## config.mk

```make
export PLATFORM = sky130hd
export DESIGN_NAME = setclr_regbank
export DESIGN_NICKNAME = d
export VERILOG_FILES = /design/src/rtl/setclr_pkg.sv /design/src/rtl/setclr_decode.sv /design/src/rtl/setclr_bitvec.sv /design/src/rtl/setclr_regbank.sv
export SDC_FILE = /design/constraint.sdc
export NUM_CORES = 1
export LEC_CHECK = 0
export BUFFER_PORTS_ARGS = -buffer_cell sky130_fd_sc_hd__buf_2
export CORE_ASPECT_RATIO = 0.6
export CORE_MARGIN = 1
export CORE_UTILIZATION = 47
export CTS_CLUSTER_DIAMETER = 60
export DETAILED_ROUTE_END_ITERATION = 8
export HOLD_SLACK_MARGIN = 0.08
export PLACE_DENSITY = 0.87
export RECOVER_POWER = 50
export SLEW_MARGIN = 20
export SYNTH_ARGS = -nofsm -noshare
export SYNTH_HDL_FRONTEND = slang
export SYNTH_SLANG_ARGS = --single-unit
```

## constraint.sdc

```tcl
create_clock -name clk -period 1.55 [get_ports clk]
set_clock_uncertainty 0.15 [all_clocks]
set_input_delay 0.31 -clock clk [delete_from_list [all_inputs] [get_ports clk]]
set_output_delay 0.31 -clock clk [all_outputs]
set_load 0.02 [all_outputs]
```

## src/rtl/setclr_pkg.sv

```systemverilog
package setclr_pkg;
  // Word offsets; the bus byte address is this value times four.
  typedef enum logic [3:0] {
    RG_CMD   = 4'd0,
    RG_MODE  = 4'd1,
    RG_FSET  = 4'd2,
    RG_FCLR  = 4'd3,
    RG_FSTAT = 4'd4,
    RG_EVST  = 4'd5,
    RG_EVCLR = 4'd6,
    RG_MSET  = 4'd7,
    RG_MCLR  = 4'd8,
    RG_MASK  = 4'd9
  } reg_e;
  localparam int NUM_REGS = 10;
  localparam int BUS_W    = 32;
endpackage

```

## src/rtl/setclr_decode.sv

```systemverilog
module setclr_decode
  import setclr_pkg::*;
#(
  parameter int ADDR_W = 8
) (
  input  logic              clk,
  input  logic              rst_ni,
  input  logic              sel_i,
  input  logic              wr_i,
  input  logic [ADDR_W-1:0] addr_i,
  output logic [NUM_REGS-1:0] wr_stb_o,
  output logic              rd_hit_o,
  output reg_e              rd_reg_o
);
  localparam int IDX_W = ADDR_W - 2;

  logic [IDX_W-1:0] idx;
  logic             in_map;
  logic             unused_lowbits;

  // Byte/half-word accesses are widened: the low two address bits are dropped.
  assign idx            = addr_i[ADDR_W-1:2];
  assign unused_lowbits = ^addr_i[1:0];
  assign in_map         = (idx < IDX_W'(NUM_REGS));

  for (genvar g = 0; g < NUM_REGS; g++) begin : g_wstb
    assign wr_stb_o[g] = sel_i & wr_i & (idx == IDX_W'(g));
  end

  assign rd_hit_o = sel_i & ~wr_i & in_map;
  assign rd_reg_o = reg_e'(idx[3:0]);

  // at most one register is written per access
  a_r8_one_write: assert property (@(posedge clk) disable iff (!rst_ni)
    $onehot0(wr_stb_o));
  // a write never produces a read hit
  a_r10_no_rd_on_wr: assert property (@(posedge clk) disable iff (!rst_ni)
    (|wr_stb_o) |-> !rd_hit_o);
endmodule

```

## src/rtl/setclr_bitvec.sv

```systemverilog
module setclr_bitvec #(
  parameter int W        = 8,
  parameter bit SET_WINS = 1'b0
) (
  input  logic         clk,
  input  logic         rst_ni,
  input  logic [W-1:0] set_i,
  input  logic [W-1:0] clr_i,
  output logic [W-1:0] q_o
);
  logic [W-1:0] q_d;
  logic         q_en;

  if (SET_WINS) begin : g_set_wins
    assign q_d = (q_o & ~clr_i) | set_i;
  end else begin : g_clr_wins
    assign q_d = (q_o | set_i) & ~clr_i;
  end

  assign q_en = |(set_i | clr_i);

  always_ff @(posedge clk or negedge rst_ni) begin
    if (!rst_ni)   q_o <= '0;
    else if (q_en) q_o <= q_d;
  end

  // bits neither set nor cleared hold their value
  a_r3_untouched_hold: assert property (@(posedge clk) disable iff (!rst_ni)
    1'b1 |=> ((q_o ^ $past(q_o)) & ~$past(set_i | clr_i)) == '0);
  // a set alone leaves the bit one
  a_r5_set_lands: assert property (@(posedge clk) disable iff (!rst_ni)
    1'b1 |=> (($past(set_i) & ~$past(clr_i)) & ~q_o) == '0);
  // a clear alone leaves the bit zero
  a_r4_clr_lands: assert property (@(posedge clk) disable iff (!rst_ni)
    1'b1 |=> (($past(clr_i) & ~$past(set_i)) & q_o) == '0);
  if (SET_WINS) begin : g_chk_set
    // a set colliding with a clear leaves the bit one
    a_r4_set_wins: assert property (@(posedge clk) disable iff (!rst_ni)
      1'b1 |=> ($past(set_i) & ~q_o) == '0);
  end else begin : g_chk_clr
    // a clear colliding with a set leaves the bit zero
    a_r3_clr_wins: assert property (@(posedge clk) disable iff (!rst_ni)
      1'b1 |=> ($past(clr_i) & q_o) == '0);
  end
endmodule

```

## src/rtl/setclr_regbank.sv

```systemverilog
module setclr_regbank
  import setclr_pkg::*;
#(
  parameter int ADDR_W = 8,
  parameter int CMD_W  = 4,
  parameter int MODE_W = 8,
  parameter int FEAT_W = 8,
  parameter int EVT_W  = 8
) (
  input  logic              clk,
  input  logic              rst_n,
  input  logic              bus_sel,
  input  logic              bus_wr,
  input  logic [ADDR_W-1:0] bus_addr,
  input  logic [31:0]       bus_wdata,
  output logic [31:0]       bus_rdata,
  input  logic [EVT_W-1:0]  evt_in,
  output logic [CMD_W-1:0]  cmd_pulse,
  output logic [MODE_W-1:0] mode_o,
  output logic [FEAT_W-1:0] feat_en,
  output logic              irq
);
  // Reset: asserted asynchronously, released after two clock edges.
  logic [1:0] rst_pipe;
  logic       rst_ni;
  always_ff @(posedge clk or negedge rst_n) begin
    if (!rst_n) rst_pipe <= 2'b00;
    else        rst_pipe <= {rst_pipe[0], 1'b1};
  end
  assign rst_ni = rst_pipe[1];

  logic [NUM_REGS-1:0] wr_stb;
  logic                rd_hit;
  reg_e                rd_reg;

  setclr_decode #(.ADDR_W(ADDR_W)) u_dec (
    .clk      (clk),
    .rst_ni   (rst_ni),
    .sel_i    (bus_sel),
    .wr_i     (bus_wr),
    .addr_i   (bus_addr),
    .wr_stb_o (wr_stb),
    .rd_hit_o (rd_hit),
    .rd_reg_o (rd_reg)
  );

  // Command pulses: next state, then register
  logic [CMD_W-1:0] cmd_d;
  always_comb cmd_d = wr_stb[RG_CMD] ? bus_wdata[CMD_W-1:0] : '0;
  always_ff @(posedge clk or negedge rst_ni) begin
    if (!rst_ni) cmd_pulse <= '0;
    else         cmd_pulse <= cmd_d;
  end

  // Mode register with explicit enable
  logic [MODE_W-1:0] mode_d;
  logic              mode_en;
  always_comb begin
    mode_en = wr_stb[RG_MODE];
    mode_d  = bus_wdata[MODE_W-1:0];
  end
  always_ff @(posedge clk or negedge rst_ni) begin
    if (!rst_ni)      mode_o <= '0;
    else if (mode_en) mode_o <= mode_d;
  end

  // Feature enable: clear beats set
  logic [FEAT_W-1:0] fset, fclr;
  assign fset = wr_stb[RG_FSET] ? bus_wdata[FEAT_W-1:0] : '0;
  assign fclr = wr_stb[RG_FCLR] ? bus_wdata[FEAT_W-1:0] : '0;
  setclr_bitvec #(.W(FEAT_W), .SET_WINS(1'b0)) u_feat (
    .clk(clk), .rst_ni(rst_ni), .set_i(fset), .clr_i(fclr), .q_o(feat_en));

  // Event status: hardware set beats software clear
  logic [EVT_W-1:0] evst, eclr;
  assign eclr = wr_stb[RG_EVCLR] ? bus_wdata[EVT_W-1:0] : '0;
  setclr_bitvec #(.W(EVT_W), .SET_WINS(1'b1)) u_evst (
    .clk(clk), .rst_ni(rst_ni), .set_i(evt_in), .clr_i(eclr), .q_o(evst));

  // Interrupt mask: clear beats set
  logic [EVT_W-1:0] imask, mset, mclr;
  assign mset = wr_stb[RG_MSET] ? bus_wdata[EVT_W-1:0] : '0;
  assign mclr = wr_stb[RG_MCLR] ? bus_wdata[EVT_W-1:0] : '0;
  setclr_bitvec #(.W(EVT_W), .SET_WINS(1'b0)) u_mask (
    .clk(clk), .rst_ni(rst_ni), .set_i(mset), .clr_i(mclr), .q_o(imask));

  assign irq = |(evst & imask);

  // Read mux: unused bits, write-only and unmapped offsets read zero
  always_comb begin
    bus_rdata = '0;
    if (rd_hit) begin
      unique case (rd_reg)
        RG_MODE:  bus_rdata[MODE_W-1:0] = mode_o;
        RG_FSTAT: bus_rdata[FEAT_W-1:0] = feat_en;
        RG_EVST:  bus_rdata[EVT_W-1:0]  = evst;
        RG_MASK:  bus_rdata[EVT_W-1:0]  = imask;
        default:  bus_rdata             = '0;
      endcase
    end
  end

  logic unused_wdata;
  assign unused_wdata = ^bus_wdata;

  // a pulse lasts one cycle unless the command register is written again
  a_r1_pulse_one_cycle: assert property (@(posedge clk) disable iff (!rst_ni)
    ((|cmd_pulse) && !wr_stb[RG_CMD]) |=> (cmd_pulse == '0));
  // mode changes only on a mode write
  a_r2_mode_stable: assert property (@(posedge clk) disable iff (!rst_ni)
    !wr_stb[RG_MODE] |=> $stable(mode_o));
  // no interrupt without both a pending event and a mask bit
  a_r6_irq_needs_mask: assert property (@(posedge clk) disable iff (!rst_ni)
    irq |-> ((imask != '0) && (evst != '0)));
  // no read presented, no read data
  a_r10_idle_rdata: assert property (@(posedge clk) disable iff (!rst_ni)
    (!bus_sel || bus_wr) |-> (bus_rdata == '0));
endmodule

```

==> results of run 1 <==
## cell families (layout without fill, tap and decap cells)
logic type,count (synthesis),in the layout,share of synthesized area [%]
AO/OA/AOI/OAI,53,53,13.76
buffers and inverters,49,122,13.37
flip-flops,38,38,41.83
multiplexers,16,16,7.485
other,2,25,0.3303
AND/OR/NAND/NOR,67,67,23.23
## through the flow
step	cells	power, mW	TNS (ns)
floorplan	248	1.438	-0.2417
global placement	349	1.547	-2.328
detailed placement	349	1.565	-3.250
CTS	380	2.453	-1.446
global route	384	2.568	-1.901
finish	384	2.464	-1.424
## synthesized netlist by cell type (2+ instances only)
cell	n	share of area (%)
dfrtp_1	38	42
and3b_1	32	12
buf_4	26	8.6
a21oi_1	16	3.5
o21ai_0	16	3.5
nand4_1	9	2.5
a21o_1	8	2.6
a31oi_1	8	2.2
inv_1	8	1.3
mux2_2	8	4.0
mux2i_1	8	3.5
nand3_1	8	1.8
clkbuf_1	7	1.2
a22oi_1	4	1.3
and2_1	4	1.1
buf_2	4	0.88
nor2_1	3	0.50
nor2b_1	3	0.83
and4b_1	2	0.88
buf_6	2	0.99
clkbuf_2	2	0.44
conb_1	2	0.33
## worst max-delay path: stages (launching register included)
cell	delay, ns
dfrtp_1	0.41
and3b_1	0.21
o21ai_2	0.13
a21oi_2	0.07
buf_4	0.15
## sequential cells by signal (all words and copies together) (netlist names)
register,count
u_evst.q_o,8
rst_pipe,2
u_feat.q_o,8
cmd_pulse,4
u_mask.q_o,8
mode_o,8
## power by group through the flow
stage / combinational, mW / clock (mW) / sequential [mW]
2_1_floorplan: 0.287 / 0 / 1.15
3_3_place_gp: 0.445 / 0 / 1.10
3_5_place_dp: 0.460 / 0 / 1.10
4_1_cts: 0.528 / 0.843 / 1.08
5_1_grt: 0.594 / 0.884 / 1.09
6_report: 0.550 / 0.831 / 1.08
## timing repair
action | 4_1_cts | 5_1_grt
endpoints found under the hold margin | 10 | 0
gates resized for setup | 27 | 7
hold buffers | 9 | 0
pin swaps | 29 | 16
endpoints found under the setup margin | 9 | 9
setup buffers | 14 | 4
## metal layers
layer | GRT usage, % | vias up
met1 | 31.51 | 1000
met4 | 6.696 | 0
met3 | 5.055 | 6
met5 | 0 | -
met2 | 40.28 | 63
li1 | - | 954
## area by class of cell
type,count,share of cell area [%]
clock buffer,5,2.202
tap,63,2.522
clock inverter,3,1.281
sequential,38,30.42
inverter,8,0.9608
timing repair buffer,106,23.78
multi-input combinational,161,38.83
## final timing paths
| check | cells after the start | slack [ns] | end |
|---|---|---|---|
| setup / recovery | 4 | -0.18 | bus_rdata[3] |
| hold / removal | 2 | 0.09 | u_mask.q_o[6] |
| setup reg to reg | 1 | 0.40 | u_feat.q_o[6] |
| hold reg to reg | 0 | 0.21 | rst_pipe[1] |
| max in group asynchronous | 1 | 0.40 | u_feat.q_o[6] |
| min in group asynchronous | 2 | 0.17 | rst_pipe[1] |
==> reports/results.txt, run 1 <==
Synth Area per Inst = 10.10 um^2
Commonest cells after routing, fill and taps aside = buf_4 (44), buf_2 (41), dfrtp_1 (38)
Clock Latency Late Sink = 0.30 ns
Worst Setup Slack, final = -0.1797 ns
Top layer in use = met4
Top Ports = 105
Type of origin of the critical path = register
Hold WC Path Type = primary input to register
Post-Place Worst Slack = -0.1948 ns
Max-cap viol count = 0
CP endpoint kind = output pin
Metal3 WL = 341 um
Failing checks = negative setup slack
Synth Cell Area = 2273 um^2
DR vias/cell = 5.268
Largest net degree at the start of global routing = 37
Status = finished with violations
Final Cycle Share = 111.6%
Final Util = 67.77%
Pins Over Slew Limit = 0
Ys flop type = dfrtp_1
Crit path DAT = 1.27 ns
Crit path from = u_mask.q_o[3]
CTS tree = done
Top fanout value on the critical path = 3
Via Count = 2023
Reg2reg start = rst_pipe[1]
Placement Cell Area = 2701 um^2
Critical path required time = 1.09 ns
Mapped Cells = 225
Vias in the first global route = 1926
FMAX = 0.5781 GHz
P per Cell Area = 788.4 nW/um^2
H-Tree Depth = 2
Clk root buf = clkbuf_8
Clock power frac = 33.7%
Max clock buf depth = 2
Initial antenna violation count = 0
Hold Slack = 0.09176 ns
Sw power = 0.7096 mW
Placer Congestion = 0.8497
Post-DRT Antenna Nets = 0
Switching Fraction = 28.80%
Pleak = 1.621 nW
CTS sink count = 38
WL/cell = 15.15 um
Worst VDD drop = 0.6548 mV
Syn-to-layout area delta = 37.48%
Post-synthesis sequential area ratio = 41.83%
Met2 WL = 2854 um
Count of final setup violators = 9
Reg power frac = 44.0%
FF+latch area = 950.9 um^2
Post-synth ARST share = 100.0%
# DRC = 0
Ant. Diodes = 0
Fillers = 401
Pre-antenna DRT Iters = 4
Setup CP Type = register to output pin
IO Port Bufs = 54
Yosys reg bits = 38
First-pass GRT wire length = 9246 um
Number of synthesized flops with an enable pin = 0
Min cycle time layout = 1.730 ns
Total Wirelength = 5817 um
CTS buffer count = 5
Fin. Hold Viols = 0
Relative slew slack = 40.73%
Internal = 1.755 mW
Count of different cell masters after synthesis = 29
Comb pwr share = 22.3%
HP Start = bus_wdata[6]
RSZ-0062 raised after global routing = true
Area occupied by multi-input gates = 1214 um^2
Row cnt = 19
Layout Nets = 372
Total grt overflow = 0
Global Route Usage Sum = 23.93%
Die Y = 55.87 um
Die X = 91.79 um
Most common cell after layout, fill and taps aside = buf_4
Design Area, Final = 3126 um^2
Layout cells sized above 1 = 43.30%
Initial Utilization = 49.29%
Core outline area = 4612 um^2
Count of yosys warnings during synthesis = 0
CTS clock-pin slew for the worst setup and hold paths = 0.08 ns
Worst-Margin Slew = 0.8891 ns
Die area = 5128 um^2
Met1 wire length = 2565 um
Initial DRC count = 69
HPWL after detailed placement = 4151 um
Power figures use the tool's default switching activity.
==> run 2, diff against run 1 <==
- clock period: 1.55 -> 1.89 ns (I/O delays scaled with it)
==> run 2 against run 1 <==
Net effect:
- the flow now finishes without violations
- cell count down 9.9%
- worst hold slack better by 0.015 ns
- via count down 8.4%
- clock power down 18%
- sequential cell count unchanged
- largest power group unchanged
- highest routed layer unchanged
==> reports/results.txt, run 2 (synthesis results as in run 1) <==
Placer Congestion = 0.8179 (-3.7%)
Type of origin of the critical path = primary input
Cells along the critical path = buf_2 > buf_12 > nor2_1 > buf_4 > o21ai_0 > a21oi_1 > buf_4
Max incr delay on CP = 0.19 ns (-0.22 ns)
Final Cycle Share = 99.19%
Worst-Margin Slew = 0.9148 ns (+0.02570 ns)
Design Area, Final = 2705 um^2 (-13%)
Crit path DAT = 1.35 ns (+0.08 ns)
Die Y = 55.87 um (unchanged)
Power Total = 1.929 mW (-22%)
Global Route Usage Sum = 21.89% (-2.0 points)
Fillers = 422 (+5.2%)
Core outline area = 4612 um^2 (unchanged)
Pins Over Slew Limit = 0 (unchanged)
CTS tree = done
Status = complete, no violations
Pleak = 1.411 nW (-13%)
Post-CTS Repair Setup Buffers = 0 (-14)
Max-cap viol count = 0 (unchanged)
Die X = 91.79 um (unchanged)
Ant. Diodes = 0 (unchanged)
Syn-to-layout area delta = 18.99%
CP endpoint kind = output pin
CTS buffer count = 5 (unchanged)
P per Cell Area = 713.2 nW/um^2 (-9.5%)
Relative slew slack = 39.01% (-1.7 points)
Initial Utilization = 49.29% (unchanged)
IO Port Bufs = 54 (unchanged)
Top fanout value on the critical path = 19 (+16)
Largest net degree at the start of global routing = 37 (unchanged)
Initial DRC count = 79 (+14%)
Hold WC Path Type = primary input to register
Clock Latency Late Sink = 0.29 ns (about the same)
Reg2reg start = rst_pipe[1]
CP max stage cell = a21oi_1
Setup CP Type = primary input to output pin
CTS sink count = 38 (unchanged)
Clk root buf = clkbuf_8
RSZ-0062 raised after global routing = true
Commonest cells after routing, fill and taps aside = dfrtp_1 (38), buf_2 (38), and3b_1 (32)
Die area = 5128 um^2 (unchanged)
FMAX = 0.5334 GHz
HPWL after detailed placement = 3976 um (-4.2%)
Layout Nets = 334 (-10%)
DR vias/cell = 5.358 (+1.7%)
Total grt overflow = 0 (unchanged)
CTS clock-pin slew for the worst setup and hold paths = 0.08 ns (about the same)
Via Count = 1854 (-8.4%)
Top Ports = 105 (unchanged)
Critical path required time = 1.36 ns (+0.27 ns)
Count of final setup violators = 0 (-9)
Min cycle time layout = 1.875 ns
WL/cell = 15.46 um (+2.1%)
Total Wirelength = 5350 um (-8.0%)
Post-DRT Antenna Nets = 0 (unchanged)
Layout cells sized above 1 = 28.62% (-15 points)
Most frequent CP cell = buf_4
H-Tree Depth = 2 (unchanged)
Crit path from = bus_addr[5]
Initial antenna violation count = 0 (unchanged)
First-pass GRT wire length = 8625 um (-6.7%)
Max clock buf depth = 2 (unchanged)
# DRC = 0 (unchanged)
HP Start = evt_in[2]
Worst VDD drop = 0.5567 mV (-15%)
Fin. Hold Viols = 0 (unchanged)
Vias in the first global route = 1785 (-7.3%)
Row cnt = 19 (unchanged)
Pre-antenna DRT Iters = 4 (unchanged)
Placement Cell Area = 2570 um^2 (-4.9%)
## run 2: changes by cell type in the layout (fill, tap and decap cells not counted), moves of 3 or more
cell,before,now
and2_0,3,0
buf_2,41,38
o21ai_2,13,2
buf_4,44,14
o21ai_0,0,7
o21ai_1,3,7
buf_6,3,0
a21oi_1,8,14
a21oi_2,8,2
and2_1,1,4
clkbuf_1,5,11
dlygate4sd3_1,9,1
## run 2: layout make-up
type / instances / area (um^2) / share of cell area (%)
Clock buffer: 5 / 68.82 / 2.544
Inverter: 8 / 30.03 / 1.110
Multi-Input combinational cell: 161 / 1125 / 41.58
Tap cell: 63 / 78.83 / 2.914
Clock inverter: 3 / 40.04 / 1.480
Timing Repair Buffer: 68 / 411.6 / 15.22
Sequential cell: 38 / 950.9 / 35.15
## run 2: worst paths after layout
check | endpoint | slack, ns | cells past startpoint
max in group asynchronous | cmd_pulse[3] | 0.71 | 1
min | u_evst.q_o[2] | 0.11 | 2
max reg2reg | cmd_pulse[3] | 0.71 | 1
max | bus_rdata[3] | 0.02 | 7
min reg2reg | rst_pipe[1] | 0.21 | 0
min in group asynchronous | rst_pipe[0] | 0.23 | 2
## run 2: worst max-delay path: cells and delay by family
| kind | cells | cell delay, ns |
|---|---|---|
| compound gates | 2 | 0.28 |
| buf+inv | 4 | 0.59 |
| simple gates | 1 | 0.08 |
## run 2: metal layers
layer	vias to the layer above	GRT usage, %	routed length [um]
li1	873	-	-
met1	906	30.96	2534
met2	70	34.26	2377
met3	5	4.781	387
met4	0	6.027	50
met5	-	0	0
## run 2: stage by stage
| step | hold slack (ns) | std cells | setup TNS, ns | worst slack (ns) | util (%) |
|---|---|---|---|---|---|
| 2_1_floorplan | -0.06759 | 248 | 0 | 0.0002246 | - |
| 6_report | 0.1065 | 346 | 0 | 0.01527 | 58.65 |
| 3_3_place_gp | 0.01272 | 337 | -0.03658 | -0.01655 | 55.72 |
| 3_5_place_dp | 0.01491 | 337 | -0.2205 | -0.06487 | 55.72 |
| 4_1_cts | 0.1080 | 346 | 0 | 0.0006002 | 58.52 |
| 5_1_grt | 0.1073 | 346 | -0.04366 | -0.01693 | 58.65 |
## run 2: what timing repair did
item                       CTS  global route
resized for setup            4            16
hold buffers                 1             0
pin swaps                    1             5
hold endpoints to repair     2             0
setup endpoints to repair    6             7
## run 2: where the power goes
group,switching (mW),internal (mW)
Sequential,0.0333,0.858
Clock,0.292,0.388
Combinational,0.227,0.131
